## src/rtl/rtc_pkg.sv

```systemverilog
package rtc_pkg;
   localparam int BUS_W = 16;
   localparam int ADR_W = 6;

   localparam logic [ADR_W-1:0] A_HM   = 6'h00;
   localparam logic [ADR_W-1:0] A_SEC  = 6'h04;
   localparam logic [ADR_W-1:0] A_AHM  = 6'h08;
   localparam logic [ADR_W-1:0] A_ASEC = 6'h0C;
   localparam logic [ADR_W-1:0] A_CTL  = 6'h10;
   localparam logic [ADR_W-1:0] A_STAT = 6'h14;
   localparam logic [ADR_W-1:0] A_IEN  = 6'h18;
   localparam logic [ADR_W-1:0] A_DAY  = 6'h20;
   localparam logic [ADR_W-1:0] A_ADAY = 6'h24;

   localparam int B_ALM  = 2;
   localparam int B_1HZ  = 4;
   localparam int B_2HZ  = 7;
   localparam int B_SMP0 = 8;
   localparam int C_EN   = 7;
   localparam int C_SEL  = 5;

   localparam logic [BUS_W-1:0] SRC_MASK = 16'hFF95;

   typedef struct packed {
      logic [4:0] hr;
      logic [5:0] mn;
      logic [5:0] sc;
   } hms_t;
endpackage

```

## src/rtl/rtc_prescaler.sv

```systemverilog
module rtc_prescaler #(
   parameter int SUB_W   = 10,
   parameter int REF_HZ0 = 32768,
   parameter int REF_HZ1 = 32000,
   parameter int REF_HZ2 = 38400
) (
   input  logic             clk,
   input  logic             rst_n,
   input  logic             en,
   input  logic [1:0]       sel,
   input  logic             ref_pulse,
   output logic             sec_tick,
   output logic [SUB_W-2:0] edge_tick
);
   localparam int REF_MAX = (REF_HZ0 > REF_HZ1) ?
                            ((REF_HZ0 > REF_HZ2) ? REF_HZ0 : REF_HZ2) :
                            ((REF_HZ1 > REF_HZ2) ? REF_HZ1 : REF_HZ2);
   localparam int ACC_W = $clog2(REF_MAX) + 1;
   localparam logic [ACC_W-1:0] INC = ACC_W'(2 ** SUB_W);

   if (REF_HZ0 <= 2 ** SUB_W || REF_HZ1 <= 2 ** SUB_W || REF_HZ2 <= 2 ** SUB_W) begin : g_bad_ref
      $error("each reference rate must exceed 2**SUB_W");
   end

   logic [ACC_W-1:0] acc, acc_sum, div;
   logic [SUB_W-1:0] sub, sub_nx;
   logic             step;

   always_comb begin
      case (sel)
         2'b01:   div = ACC_W'(REF_HZ1);
         2'b10:   div = ACC_W'(REF_HZ2);
         default: div = ACC_W'(REF_HZ0);
      endcase
      acc_sum = acc + INC;
      step    = ref_pulse && (acc_sum >= div);
      sub_nx  = sub + 1'b1;
   end

   always_ff @(posedge clk) begin
      if (!rst_n || !en) begin
         acc       <= '0;
         sub       <= '0;
         sec_tick  <= 1'b0;
         edge_tick <= '0;
      end else begin
         if (ref_pulse) acc <= step ? (acc_sum - div) : acc_sum;
         if (step) sub <= sub_nx;
         sec_tick  <= step && (&sub);
         edge_tick <= step ? (~sub[SUB_W-2:0] & sub_nx[SUB_W-2:0]) : '0;
      end
   end


   held_clear_chk: assert property (@(posedge clk) disable iff (!rst_n)
      !en |=> (!sec_tick && edge_tick == '0));


   wrap_on_second_chk: assert property (@(posedge clk) disable iff (!rst_n)
      sec_tick |-> (sub == '0));
endmodule

```

## src/rtl/rtc_timekeeper.sv

```systemverilog
module rtc_timekeeper
   import rtc_pkg::*;
#(
   parameter int DAY_W = 16
) (
   input  logic             clk,
   input  logic             rst_n,
   input  logic             tick,
   input  logic             wr_hm,
   input  logic             wr_sec,
   input  logic             wr_day,
   input  logic             wr_ahm,
   input  logic             wr_asec,
   input  logic             wr_aday,
   input  logic [BUS_W-1:0] wdata,
   output hms_t             now_hms,
   output logic [DAY_W-1:0] now_day,
   output hms_t             alm_hms,
   output logic [DAY_W-1:0] alm_day,
   output logic             alarm_evt
);
   if (DAY_W < 1 || DAY_W > BUS_W) begin : g_bad_day
      $error("DAY_W must be 1..16");
   end

   logic wr_any, c_sc, c_mn, c_hr, tick_q;

   assign wr_any = wr_hm || wr_sec || wr_day;
   assign c_sc   = now_hms.sc >= 6'd59;
   assign c_mn   = now_hms.mn >= 6'd59;
   assign c_hr   = now_hms.hr >= 5'd23;

   always_ff @(posedge clk) begin
      if (!rst_n) begin
         now_hms <= '0;
         now_day <= '0;
         tick_q  <= 1'b0;
      end else begin
         tick_q <= tick && !wr_any;
         if (wr_any) begin
            if (wr_hm) begin
               now_hms.hr <= wdata[12:8];
               now_hms.mn <= wdata[5:0];
            end
            if (wr_sec) now_hms.sc <= wdata[5:0];
            if (wr_day) now_day <= wdata[DAY_W-1:0];
         end else if (tick) begin
            now_hms.sc <= c_sc ? 6'd0 : now_hms.sc + 6'd1;
            if (c_sc) now_hms.mn <= c_mn ? 6'd0 : now_hms.mn + 6'd1;
            if (c_sc && c_mn) now_hms.hr <= c_hr ? 5'd0 : now_hms.hr + 5'd1;
            if (c_sc && c_mn && c_hr) now_day <= now_day + DAY_W'(1);
         end
      end
   end

   always_ff @(posedge clk) begin
      if (!rst_n) begin
         alm_hms <= '0;
         alm_day <= '0;
      end else begin
         if (wr_ahm) begin
            alm_hms.hr <= wdata[12:8];
            alm_hms.mn <= wdata[5:0];
         end
         if (wr_asec) alm_hms.sc <= wdata[5:0];
         if (wr_aday) alm_day <= wdata[DAY_W-1:0];
      end
   end

   assign alarm_evt = tick_q && (now_day == alm_day) && (now_hms == alm_hms);


   sec_wrap_chk: assert property (@(posedge clk) disable iff (!rst_n)
      (tick && !wr_any && now_hms.sc == 6'd59) |=> (now_hms.sc == 6'd0));


   min_carry_chk: assert property (@(posedge clk) disable iff (!rst_n)
      (tick && !wr_any && now_hms.sc == 6'd59 && now_hms.mn == 6'd59) |=> (now_hms.mn == 6'd0));
endmodule

```

## src/rtl/rtc_irq_ctrl.sv

```systemverilog
module rtc_irq_ctrl #(
   parameter int         W    = 16,
   parameter logic [W-1:0] MASK = '1
) (
   input  logic         clk,
   input  logic         rst_n,
   input  logic [W-1:0] evt,
   input  logic         clr_we,
   input  logic [W-1:0] clr_data,
   input  logic         ien_we,
   input  logic [W-1:0] ien_data,
   output logic [W-1:0] stat,
   output logic [W-1:0] ien,
   output logic         irq
);
   logic [W-1:0] clr_v;

   assign clr_v = clr_we ? clr_data : '0;

   always_ff @(posedge clk) begin
      if (!rst_n) begin
         stat <= '0;
         ien  <= '0;
      end else begin
         stat <= ((stat & ~clr_v) | evt) & MASK;
         if (ien_we) ien <= ien_data & MASK;
      end
   end

   assign irq = |(stat & ien);


   w1c_clear_chk: assert property (@(posedge clk) disable iff (!rst_n)
      clr_we |=> ((stat & $past(clr_data & ~evt)) == '0));


   set_wins_chk: assert property (@(posedge clk) disable iff (!rst_n)
      (|(evt & MASK)) |=> ((stat & $past(evt & MASK)) == $past(evt & MASK)));
endmodule

```

## src/rtl/rtc_dhms.sv

```systemverilog
module rtc_dhms
   import rtc_pkg::*;
#(
   parameter int DAY_W    = 16,
   parameter int N_SAMPLE = 8,
   parameter int REF_HZ0  = 32768,
   parameter int REF_HZ1  = 32000,
   parameter int REF_HZ2  = 38400
) (
   input  logic             clk,
   input  logic             rst_n,
   input  logic             ref_pulse,
   input  logic             bus_wr,
   input  logic [ADR_W-1:0] bus_addr,
   input  logic [BUS_W-1:0] bus_wdata,
   output logic [BUS_W-1:0] bus_rdata,
   output logic             irq
);
   localparam int SUB_W = N_SAMPLE + 2;

   if (N_SAMPLE < 1 || N_SAMPLE > BUS_W - B_SMP0) begin : g_bad_smp
      $error("N_SAMPLE must be 1..8");
   end

   logic             ctl_en;
   logic [1:0]       ctl_sel;
   logic             sec_tick, alarm_evt;
   logic [SUB_W-2:0] edge_tick;
   logic [N_SAMPLE-1:0] smp;
   logic [BUS_W-1:0] evt, stat, ien;
   hms_t             now_hms, alm_hms;
   logic [DAY_W-1:0] now_day, alm_day;

   function automatic logic hit(input logic [ADR_W-1:0] a);
      return bus_wr && (bus_addr == a);
   endfunction

   always_ff @(posedge clk) begin
      if (!rst_n) begin
         ctl_en  <= 1'b0;
         ctl_sel <= 2'b00;
      end else if (hit(A_CTL)) begin
         ctl_en  <= bus_wdata[C_EN];
         ctl_sel <= bus_wdata[C_SEL+1:C_SEL];
      end
   end

   rtc_prescaler #(
      .SUB_W(SUB_W), .REF_HZ0(REF_HZ0), .REF_HZ1(REF_HZ1), .REF_HZ2(REF_HZ2)
   ) i_presc (
      .clk(clk), .rst_n(rst_n), .en(ctl_en), .sel(ctl_sel),
      .ref_pulse(ref_pulse), .sec_tick(sec_tick), .edge_tick(edge_tick)
   );

   rtc_timekeeper #(.DAY_W(DAY_W)) i_time (
      .clk(clk), .rst_n(rst_n), .tick(sec_tick),
      .wr_hm(hit(A_HM)), .wr_sec(hit(A_SEC)), .wr_day(hit(A_DAY)),
      .wr_ahm(hit(A_AHM)), .wr_asec(hit(A_ASEC)), .wr_aday(hit(A_ADAY)),
      .wdata(bus_wdata), .now_hms(now_hms), .now_day(now_day),
      .alm_hms(alm_hms), .alm_day(alm_day), .alarm_evt(alarm_evt)
   );

   for (genvar k = 0; k < N_SAMPLE; k++) begin : g_smp
      assign smp[k] = edge_tick[SUB_W-3-k];
   end

   always_comb begin
      evt = '0;
      evt[B_ALM] = alarm_evt;
      evt[B_1HZ] = sec_tick;
      evt[B_2HZ] = edge_tick[SUB_W-2];
      evt[B_SMP0 +: N_SAMPLE] = smp;
   end

   rtc_irq_ctrl #(.W(BUS_W), .MASK(SRC_MASK)) i_irq (
      .clk(clk), .rst_n(rst_n), .evt(evt),
      .clr_we(hit(A_STAT)), .clr_data(bus_wdata),
      .ien_we(hit(A_IEN)), .ien_data(bus_wdata),
      .stat(stat), .ien(ien), .irq(irq)
   );

   always_comb begin
      case (bus_addr)
         A_HM:    bus_rdata = {3'b0, now_hms.hr, 2'b0, now_hms.mn};
         A_SEC:   bus_rdata = {10'b0, now_hms.sc};
         A_AHM:   bus_rdata = {3'b0, alm_hms.hr, 2'b0, alm_hms.mn};
         A_ASEC:  bus_rdata = {10'b0, alm_hms.sc};
         A_CTL:   bus_rdata = BUS_W'({ctl_en, ctl_sel, 5'b0});
         A_STAT:  bus_rdata = stat;
         A_IEN:   bus_rdata = ien;
         A_DAY:   bus_rdata = BUS_W'(now_day);
         A_ADAY:  bus_rdata = BUS_W'(alm_day);
         default: bus_rdata = '0;
      endcase
   end
endmodule

```

## config.mk

```make
export PLATFORM = sky130hd
export DESIGN_NAME = rtc_dhms
export DESIGN_NICKNAME = d
export VERILOG_FILES = /design/src/rtl/rtc_pkg.sv /design/src/rtl/rtc_prescaler.sv /design/src/rtl/rtc_timekeeper.sv /design/src/rtl/rtc_irq_ctrl.sv /design/src/rtl/rtc_dhms.sv
export SDC_FILE = /design/constraint.sdc
export NUM_CORES = 1
export LEC_CHECK = 0
export BUFFER_PORTS_ARGS = -buffer_cell sky130_fd_sc_hd__buf_2
export CORE_ASPECT_RATIO = 0.5
export CORE_UTILIZATION = 48
export CTS_CLUSTER_SIZE = 40
export DETAILED_ROUTE_END_ITERATION = 8
export PLACE_DENSITY = 0.71
export SLEW_MARGIN = 20
export SYNTH_ARGS = -nofsm -noshare
export SYNTH_HDL_FRONTEND = slang
export SYNTH_SLANG_ARGS = --single-unit
```

## constraint.sdc

```tcl
create_clock -name clk -period 6.88 [get_ports clk]
set_input_delay 0.344 -clock clk [delete_from_list [all_inputs] [get_ports clk]]
set_output_delay 0.344 -clock clk [all_outputs]
set_load 0.1 [all_outputs]
```

### Word level (Yosys, flattened, before mapping)

Index checks and enable logic that the tools add are counted.

* add/sub/neg operators: 7
* multipliers: 0
* divide/modulo/power cells: 0
* magnitude comparators: 4
* equal/unequal tests: 15
* shift-type cells: 0
* multiplexer cells: 17
* bitwise gates (word level): 7
* reduce and logical (&&, ||, !) cells: 34

Operators by type and width (number)
* $pmux 16 s9: 1
* $mux 16: 5
* $mux 17: 3
* $and 16x16->16: 2
* $pmux 16 s2: 1
* $mux 6: 4
* $eq 6x5->1 const B: 3
* $add 17x11->17 const B: 1
* $eq 17x17->1: 1
* $ge 17x16->1: 1
* $sub 17x16->17: 1
* $add 16x1->16 const B: 1
* $eq 16x16->1: 1
* $logic_and 1x1->1: 16
* $not 16->16: 1
* $or 16x16->16: 1
* $reduce_or 16->1: 1
* $add 6x1->6 const B: 2
* $eq 6x4->1 const B: 2
* $eq 6x6->1 const B: 2
* $ge 6x6->1 const B: 2
* $mux 11: 1
* $add 10x1->10 const B: 1
* $mux 5: 2
* 17 further kinds: 28

* register bits: 135
* latch bits: 0
* memory bits (writable): 0
* memory bits (read-only): 0
* input port bits: 26
* output and inout bits: 17
* logic and storage cells: 102
* memories: 0

### Logic depth before layout (Yosys ltp)

Gate-level depths: netlist of the first run.

* depth in word-level cells: 6
* mapped depth: 13
* depth with buffers taken out: 12

### Hierarchy

From an unflattened synthesis of the first run, not the netlist that was laid out.

* cells, all modules: 867
* area total of the unflattened synthesis: 7269.5 um^2

By module, submodules not included
* rtc_timekeeper: instances 1, cells an instance 426, area an instance 3550.9 um^2, seq. area each 1341.3 um^2
* rtc_prescaler: instances 1, cells an instance 207, area an instance 1761.7 um^2, seq. area each 580.6 um^2
* rtc_irq_ctrl: instances 1, cells an instance 104, area an instance 1001.0 um^2, seq. area each 480.5 um^2
* rtc_dhms: instances 1, cells an instance 130, area an instance 955.9 um^2, seq. area each 60.1 um^2

### Least setup slack after synthesis of the first run

Ideal clock, no wire load.

* path type: input port to output port
* start point: input bus_addr[5]
* end point: output bus_rdata[0]
* arrival: 2288 ps
* required time: 6536 ps
* path slack: 4248 ps
* stages: 7
* path buffers: 2
* path through: buf_2 nor3_1 nand2_1 nor3b_1 clkbuf_1 a22oi_1 nand3_1

* cells in the longest elaborated chain, start to end: 2
* elaborated cells on any way between the ends: 10
* classes of those cells: eq/ne (8); mux (1); reduce/logical (1)

RTL lines
* from (decl): RTL line rtc_dhms.sv:14 `input logic [ADR_W-1:0] bus_addr,`
* $eq 6x6->1 (tied with other cells): RTL line rtc_dhms.sv:83 `case (bus_addr)`
* $pmux 16 s9 (*): RTL line rtc_dhms.sv:83
* to (decl): RTL line rtc_dhms.sv:16 `output logic [BUS_W-1:0] bus_rdata,`

Every way passes the cells marked *; elsewhere a longest branch is shown, timed or not.

### Worst setup path in the final report of the first run

* start point: register i_presc.acc[10]
* end point: register i_presc.sub[3]

* cells in the longest elaborated chain, start to end: 3

RTL lines
* from (decl): RTL line rtc_prescaler.sv:25 `logic [ACC_W-1:0] acc, acc_sum, div;`
* from (signal assigned): RTL line rtc_prescaler.sv:47 `if (ref_pulse) acc <= step ? (acc_sum - div) : acc_sum;`
* $add 17x11->17: RTL line rtc_prescaler.sv:35 `acc_sum = acc + INC;`
* $ge 17x16->1: RTL line rtc_prescaler.sv:36 `step = ref_pulse && (acc_sum >= div);`
* $logic_and 1x1->1: RTL line rtc_prescaler.sv:36
* to (signal assigned): RTL line rtc_prescaler.sv:48 `if (step) sub <= sub_nx;`
* to (decl): RTL line rtc_prescaler.sv:26 `logic [SUB_W-1:0] sub, sub_nx;`

Every way passes these cells.
A chain may end at the register's enable or synchronous reset.

==> results.cfg, run 1 <==
[finish]
fillerInstances = 1314
drive_gt1_frac = 0.103
nNetsFinal = 943
syn_to_final_growth_pct = 12.2
antennaDiodeCount = 0
final_cells = 1097

[global_route]
antenna_found_initial = 0
grt_remaining_overflow = 0
grt_max_degree = 89
grt_pass1_wl_um = 32300
track_usage = 0.276
grt_pass1_vias = 6024

[route]
drtPass1Iterations = 5
ant_nets = 0
viasPerCell = 6.12
drc = 0
wl_met3_um = 2030
wirelength_met1_um = 9090
drt_wl_total_um = 20400
route.top_layer_used = met4
drt_iter0_markers = 741
drt-wirelength-per-cell_um = 18.6
route.met2.wl_um = 9010
num_vias = 6717

[synthesis]
yosysSeqAreaShare = 0.352
syn-cell-area_mm2 = 0.00700
yosysUniqueCellTypes = 68
synth_flop_cell = dfxtp_1
ys_ff_latch = 123
syn_area_per_cell_um2 = 7.88
netlist_instances = 888
async_flop_share = 0
syn_nets = 939
yosysWarningCount = 0
synth_edf_count = 0

[worst_hold_path]
hp-class = input port to flop
holdPathStages = 3
min_to = i_time.alm_hms[1]
min_from = bus_wdata[1]

[die]
start_util = 0.504
ios = 43
die_w_um = 173
fp.dieH_um = 87.4
coreArea_mm2 = 0.0139
die-area_mm2 = 0.0151
num_rows = 30

[setup_path]
cp_cell_sequence = ha_1, nand3_1, xnor2_1, ha_1, nand4_1, a21o_2, a21o_2, a21boi_4, nor2_1, a211oi_1
arrival_ns = 3.48
cpMaxStageDelayCell = a21boi_4
start_kind = flop
crit_start = i_presc.acc[10]
critPathTopFamily = compound AO/OA/AOI/OAI gates
end_kind = flop
path_buf_inv = 0
crit_path_max_incr_delay_ns = 0.59
path_class = flop to flop
reg2reg_to = i_presc.sub[3]
cp_max_fo = 29
r2r_setup_slack_ns = 3.72
reg2reg_depth = 10
reg2reg_from = i_presc.acc[10]
required_ns = 7.20

[clock_network]
root_buffer = clkbuf_16
cts_resized = 0
clk_pin_slew_ns = 0.06
cts_sinks = 123
cts_tree = built
numCtsBuffers = 17
holdBufCountCts = 0
clk_latency_ns = 0.42
cts.htree.levels = 4
cts_setup_buffers = 0
clk_path_buf_depth = 2

[outcome]
status = finished, final reports clean

[timing]
relSlewSlack = 0.316
finalHoldViolations = 0
setup_violations = 0
period_needed_ns = 3.16
slew_violations = 0
worstMarginPinSlew_ns = 1.02
post-route-period-util = 0.459
finalSetupTns_ns = 0
fmax_ghz = 0.316
fin_skew_ns = 0.00643
rsz0062_at_grt = no

[job]
maxCapViolCount = 0

[placement]
place_congestion = 0.962
dp.cells = 1065
dp_hpwl_um = 14100
numPortBuffers = 42

[pwr]
ir_drop_v = 0.000180
p_leak_nw = 2.81
p_per_area_mw_per_mm2 = 221
report_power, final:
part / total (mW) / switching [mW] / leakage (nW) / internal [mW]
Clock: 0.958 / 0.353 / 0.291 / 0.605
Combinational: 0.0619 / 0.0458 / 1.52 / 0.0162
Sequential: 0.715 / 0.00166 / 0.990 / 0.714
Total: 1.74 / 0.400 / 2.81 / 1.33
cells in the mapped netlist (all sizes together) (22+ instances only):
cell    instances  share of area
nand2         115          0.062
xnor2          34          0.043
a21oi          81          0.060
nand3          61          0.045
clkbuf         40          0.021
inv            26          0.014
ha             24          0.043
mux2i          33          0.047
o21ai          52          0.037
buf            22          0.017
nor2           85          0.047
dfxtp         123           0.35
layer usage:
metal / up-vias / GRT usage
met2: 303 / 0.432
met4: 0 / 0.0893
met1: 3175 / 0.371
met5: - / 0
li1: 3205 / -
met3: 34 / 0.0716
worst min-delay path, cell delays in order:
cell,delay (ns)
buf_2,0.13
nand3_1,0.06
a21oi_1,0.05
cells in the final DEF, fill, tap and decap left out, drive strengths merged, types with 7 or more instances in the layout:
cell type and instances:
a211oi 14, a21oi 81, a221oi 7, a22oi 21
a31oi 7, and2 9, and3 19, buf 47
clkbuf 17, dfxtp 123, ha 24, inv 27
mux2i 33, nand2 115, nand3 61, nand4 11
nor2 85, nor3 13, o21ai 52, o22ai 7
xnor2 34
registers in the layout, summed over array words and instances (netlist names), 2 cells and up:
name	count
i_time.alm_hms	17
ctl_sel	2
i_time.now_day	16
i_presc.edge_tick	9
i_time.now_hms	17
i_irq.stat	12
i_presc.sub	10
i_time.alm_day	16
i_presc.acc	9
i_irq.ien	12
layout make-up:
cell class / instances / area, µm² / area share
Inverter: 26 / 97.6 / 0.0124
Timing Repair Buffer: 47 / 248 / 0.0316
Multi-Input combinational cell: 677 / 4180 / 0.532
Tap cell: 192 / 240 / 0.0306
Clock inverter: 15 / 199 / 0.0253
Clock buffer: 17 / 425 / 0.0542
Sequential cell: 123 / 2460 / 0.314
cells by family (layout without fill, tap and decap cells):
family,after synthesis,count (layout),synth area share
multiplexers,33,33,0.0472
adder cells (fa/ha/maj),25,25,0.0458
AND/OR/NAND/NOR,336,336,0.224
flip-flops,123,123,0.352
XOR/XNOR,41,41,0.0533
AO/OA/AOI/OAI,242,242,0.225
buffers and inverters,88,105,0.0524
stage by stage:
stage          worst slack, ns  utilization  instance area (µm²)  power (mW)  hold slack (ns)
3_3_place_gp              3.55        0.520                 7220       0.790            0.422
5_1_grt                   3.51        0.565                 7850        1.77            0.216
3_5_place_dp              3.47        0.520                 7220       0.790            0.428
6_report                  3.72        0.565                 7850        1.74            0.216
2_1_floorplan             4.25            -                 7000       0.765            0.413
4_1_cts                   3.44        0.565                 7840        1.73            0.207
how the worst max path moves through the flow:
stage | to | slack (ns) | depth (start not counted)
2_1_floorplan | bus_rdata[0] | 4.25 | 7
3_3_place_gp | i_presc.acc[9] | 3.55 | 10
3_5_place_dp | i_presc.sub[3] | 3.47 | 10
4_1_cts | i_presc.sub[3] | 3.44 | 10
5_1_grt | i_presc.sub[3] | 3.51 | 10
6_report | i_presc.sub[3] | 3.72 | 10
No activity file was read; power rests on OpenSTA's default activity.
==> run 2, diff against run 1 <==
--- a/config.mk
+++ b/config.mk
@@ -5,12 +5,13 @@
 export SDC_FILE = /design/constraint.sdc
 export NUM_CORES = 1
 export LEC_CHECK = 0
+export ABC_AREA = 1
 export BUFFER_PORTS_ARGS = -buffer_cell sky130_fd_sc_hd__buf_2
 export CORE_ASPECT_RATIO = 0.5
 export CORE_UTILIZATION = 48
 export CTS_CLUSTER_SIZE = 40
 export DETAILED_ROUTE_END_ITERATION = 8
-export PLACE_DENSITY = 0.71
+export PLACE_DENSITY = 0.74
 export SLEW_MARGIN = 20
 export SYNTH_ARGS = -nofsm -noshare
 export SYNTH_HDL_FRONTEND = slang
==> constraint.sdc (replaced) <==
create_clock -name clk -period 2.7 [get_ports clk]
set_input_delay 0.135 -clock clk [delete_from_list [all_inputs] [get_ports clk]]
set_output_delay 0.135 -clock clk [all_outputs]
set_load 0.1 [all_outputs]
==> run 2 against run 1 <==
Register-to-register slack worse by 3.5 ns. Synthesized cell count grew 19%. Worst setup slack worse by 3.5 ns. Clock power increased by 130%. Largest power group unchanged.
==> results.cfg, run 2 <==
[clock_network]
root_buffer = clkbuf_16
cts_tree = built
holdBufCountCts = 0
clk_latency_ns = 0.42
cts_setup_buffers = 0
numCtsBuffers = 17
clk_path_buf_depth = 2
cts_sinks = 123
cts.htree.levels = 4
clk_pin_slew_ns = 0.06
cts_resized = 0

[synthesis]
yosysUniqueCellTypes = 49
yosys.area_share.adder = 0.0445
netlist_instances = 1060
yosysSeqAreaShare = 0.342
synth_top_area_share = 0.342
ys_ff_latch = 123
synth.largest_area_cell = dfxtp_1
synth_most_common_cell = nand2_1
synth_top_family_by_area = simple AND/OR/NAND/NOR gates
syn_nets = 1111
yosysWarningCount = 0
synth_edf_count = 0
synthMuxAreaShare = 0
synth_flop_cell = dfxtp_1
syn_area_per_cell_um2 = 6.80
yosys.area_share.xor_xnor = 0.0425
synth.top_cells.by_area = dfxtp_1 (34%), nand2_1 (12%), inv_1 (7.1%), o21ai_0 (7.0%), a21oi_1 (6.2%)
yosys-top-cells-count = nand2_1 (237), inv_1 (137), dfxtp_1 (123), nor2_1 (110), o21ai_0 (101)
syn-cell-area_mm2 = 0.00720
synth-simple-area-share = 0.272
synth_compound_area_frac = 0.196
async_flop_share = 0

[job]
maxCapViolCount = 0

[die]
coreArea_mm2 = 0.0145
num_rows = 31
die-area_mm2 = 0.0155
fp.dieH_um = 88.6
die_w_um = 175
ios = 43
start_util = 0.495

[setup_path]
required_ns = 3.02
end_kind = flop
start_kind = flop
arrival_ns = 2.80
path_class = flop to flop
cp_max_fo = 21

[pwr]
clockPowerShare = 0.528
p_comb_frac = 0.039
swShare = 0.266
p_leak_nw = 3.30
intPower_mw = 3.09
p_seq_frac = 0.433
p_per_area_mw_per_mm2 = 519
ir_drop_v = 0.000469
finalPower_mw = 4.21
power.switching_mw = 1.12

[global_route]
track_usage = 0.278
grt_remaining_overflow = 0
grt_pass1_wl_um = 33400
grt_pass1_vias = 6591
grt_max_degree = 69
antenna_found_initial = 0

[finish]
final_util = 0.558
final_cell_mix = nand2_1 (237), inv_1 (137), dfxtp_1 (121), nor2_1 (110), o21ai_0 (98)
nNetsFinal = 1147
final_cells = 1307
reg_top3 = i_time.alm_hms x17, i_time.now_hms x17
syn_to_final_growth_pct = 12.6
drive_gt1_frac = 0.106
antennaDiodeCount = 0
final_common_cell = nand2_1

[route]
ant_nets = 0
viasPerCell = 5.51
wl_met3_um = 1850
num_vias = 7200
drt_iter0_markers = 735
drc = 0
drt-wirelength-per-cell_um = 15.7
route.top_layer_used = met4
drtPass1Iterations = 5
drt_wl_total_um = 20600
route.met2.wl_um = 8930
wirelength_met1_um = 9320

[placement]
dp.cells = 1275
place_congestion = 0.933
dp_hpwl_um = 14900
numPortBuffers = 42

[timing]
finalHoldViolations = 0
worstMarginPinSlew_ns = 0.656
hold_ws_ns = 0.0249
fmax_ghz = 0.404
setup_violations = 0
post-route-period-util = 0.916
relSlewSlack = 0.563
period_needed_ns = 2.47
finalSetupTns_ns = 0
fin_skew_ns = 0.00841
slew_violations = 0

[worst_hold_path]
hp-class = input port to flop

[outcome]
status = finished, final reports clean
run 2: cell count changes after synthesis, moves of 9 or more:
cell	delta
nand3_1	-12
a21oi_1	+9
xor2_1	+18
xnor2_1	-23
nand2_1	+123
and3_1	-18
mux2i_1	-33
clkbuf_1	-25
inv_1	+112
and2_1	-9
a211oi_1	-12
o21ai_0	+53
nor2_1	+26
run 2: through the flow:
step                      cell area [µm²]  setup WS (ns)
after detailed placement             7540          0.222
after floorplan                      7200          0.315
final                                8120          0.226
after global placement               7540          0.293
after CTS                            8110          0.190
after global routing                 8120        -0.0220
run 2: cells by family (layout without fill, tap and decap cells):
kind of cell	count (synthesis)	count (layout)
fa+ha+maj	25	25
simple gates	448	448
buf+inv	178	227
compound gates	251	251
xor+xnor	35	35
flops	123	123
run 2: power by group through the flow:
stage / Sequential, mW / Combinational, mW / Clock, mW
CTS: 1.82 / 0.158 / 2.24
global placement: 1.87 / 0.156 / 0
global route: 1.82 / 0.177 / 2.32
detailed placement: 1.87 / 0.157 / 0
finish: 1.83 / 0.163 / 2.22
floorplan: 1.86 / 0.0891 / 0
run 2: layout make-up:
class	count	area, µm²
Fill cell	1372	6430
Multi-Input combinational cell	759	4000
Sequential cell	123	2460
Inverter	145	547
Clock buffer	17	425
Timing Repair Buffer	50	283
Tap cell	198	248
Clock inverter	15	146
run 2: final timing paths:
path,to,from,slack [ns],cells past startpoint
worst max-delay path,i_presc.sub[7],i_presc.acc[11],0.23,19
worst min-delay path,i_time.alm_day[3],bus_wdata[3],0.02,3
worst max register to register,i_presc.sub[7],i_presc.acc[11],0.23,19
worst min register to register,i_irq.stat[7],i_presc.edge_tick[8],0.43,2
run 2: layer usage:
layer / global-route usage / vias up
met5: 0 / -
met2: 0.441 / 313
met3: 0.0546 / 46
met1: 0.376 / 3281
li1: - / 3560
met4: 0.109 / 0
run 2: critical path, stage by stage (launching register included):
cell and delay (ns):
dfxtp_2 0.35, ha_1 0.17, nand2_1 0.06, inv_1 0.11, nand2_1 0.08, xor2_1 0.13, inv_1 0.07, ha_2 0.37
nand2_1 0.08, nor2_1 0.10, nand2_1 0.07, nand2_1 0.09, nand3_2 0.11, nand2_2 0.10, nand2_4 0.08, inv_4 0.08
buf_12 0.14, nand2_1 0.06, nand2_1 0.06, nor2_1 0.05
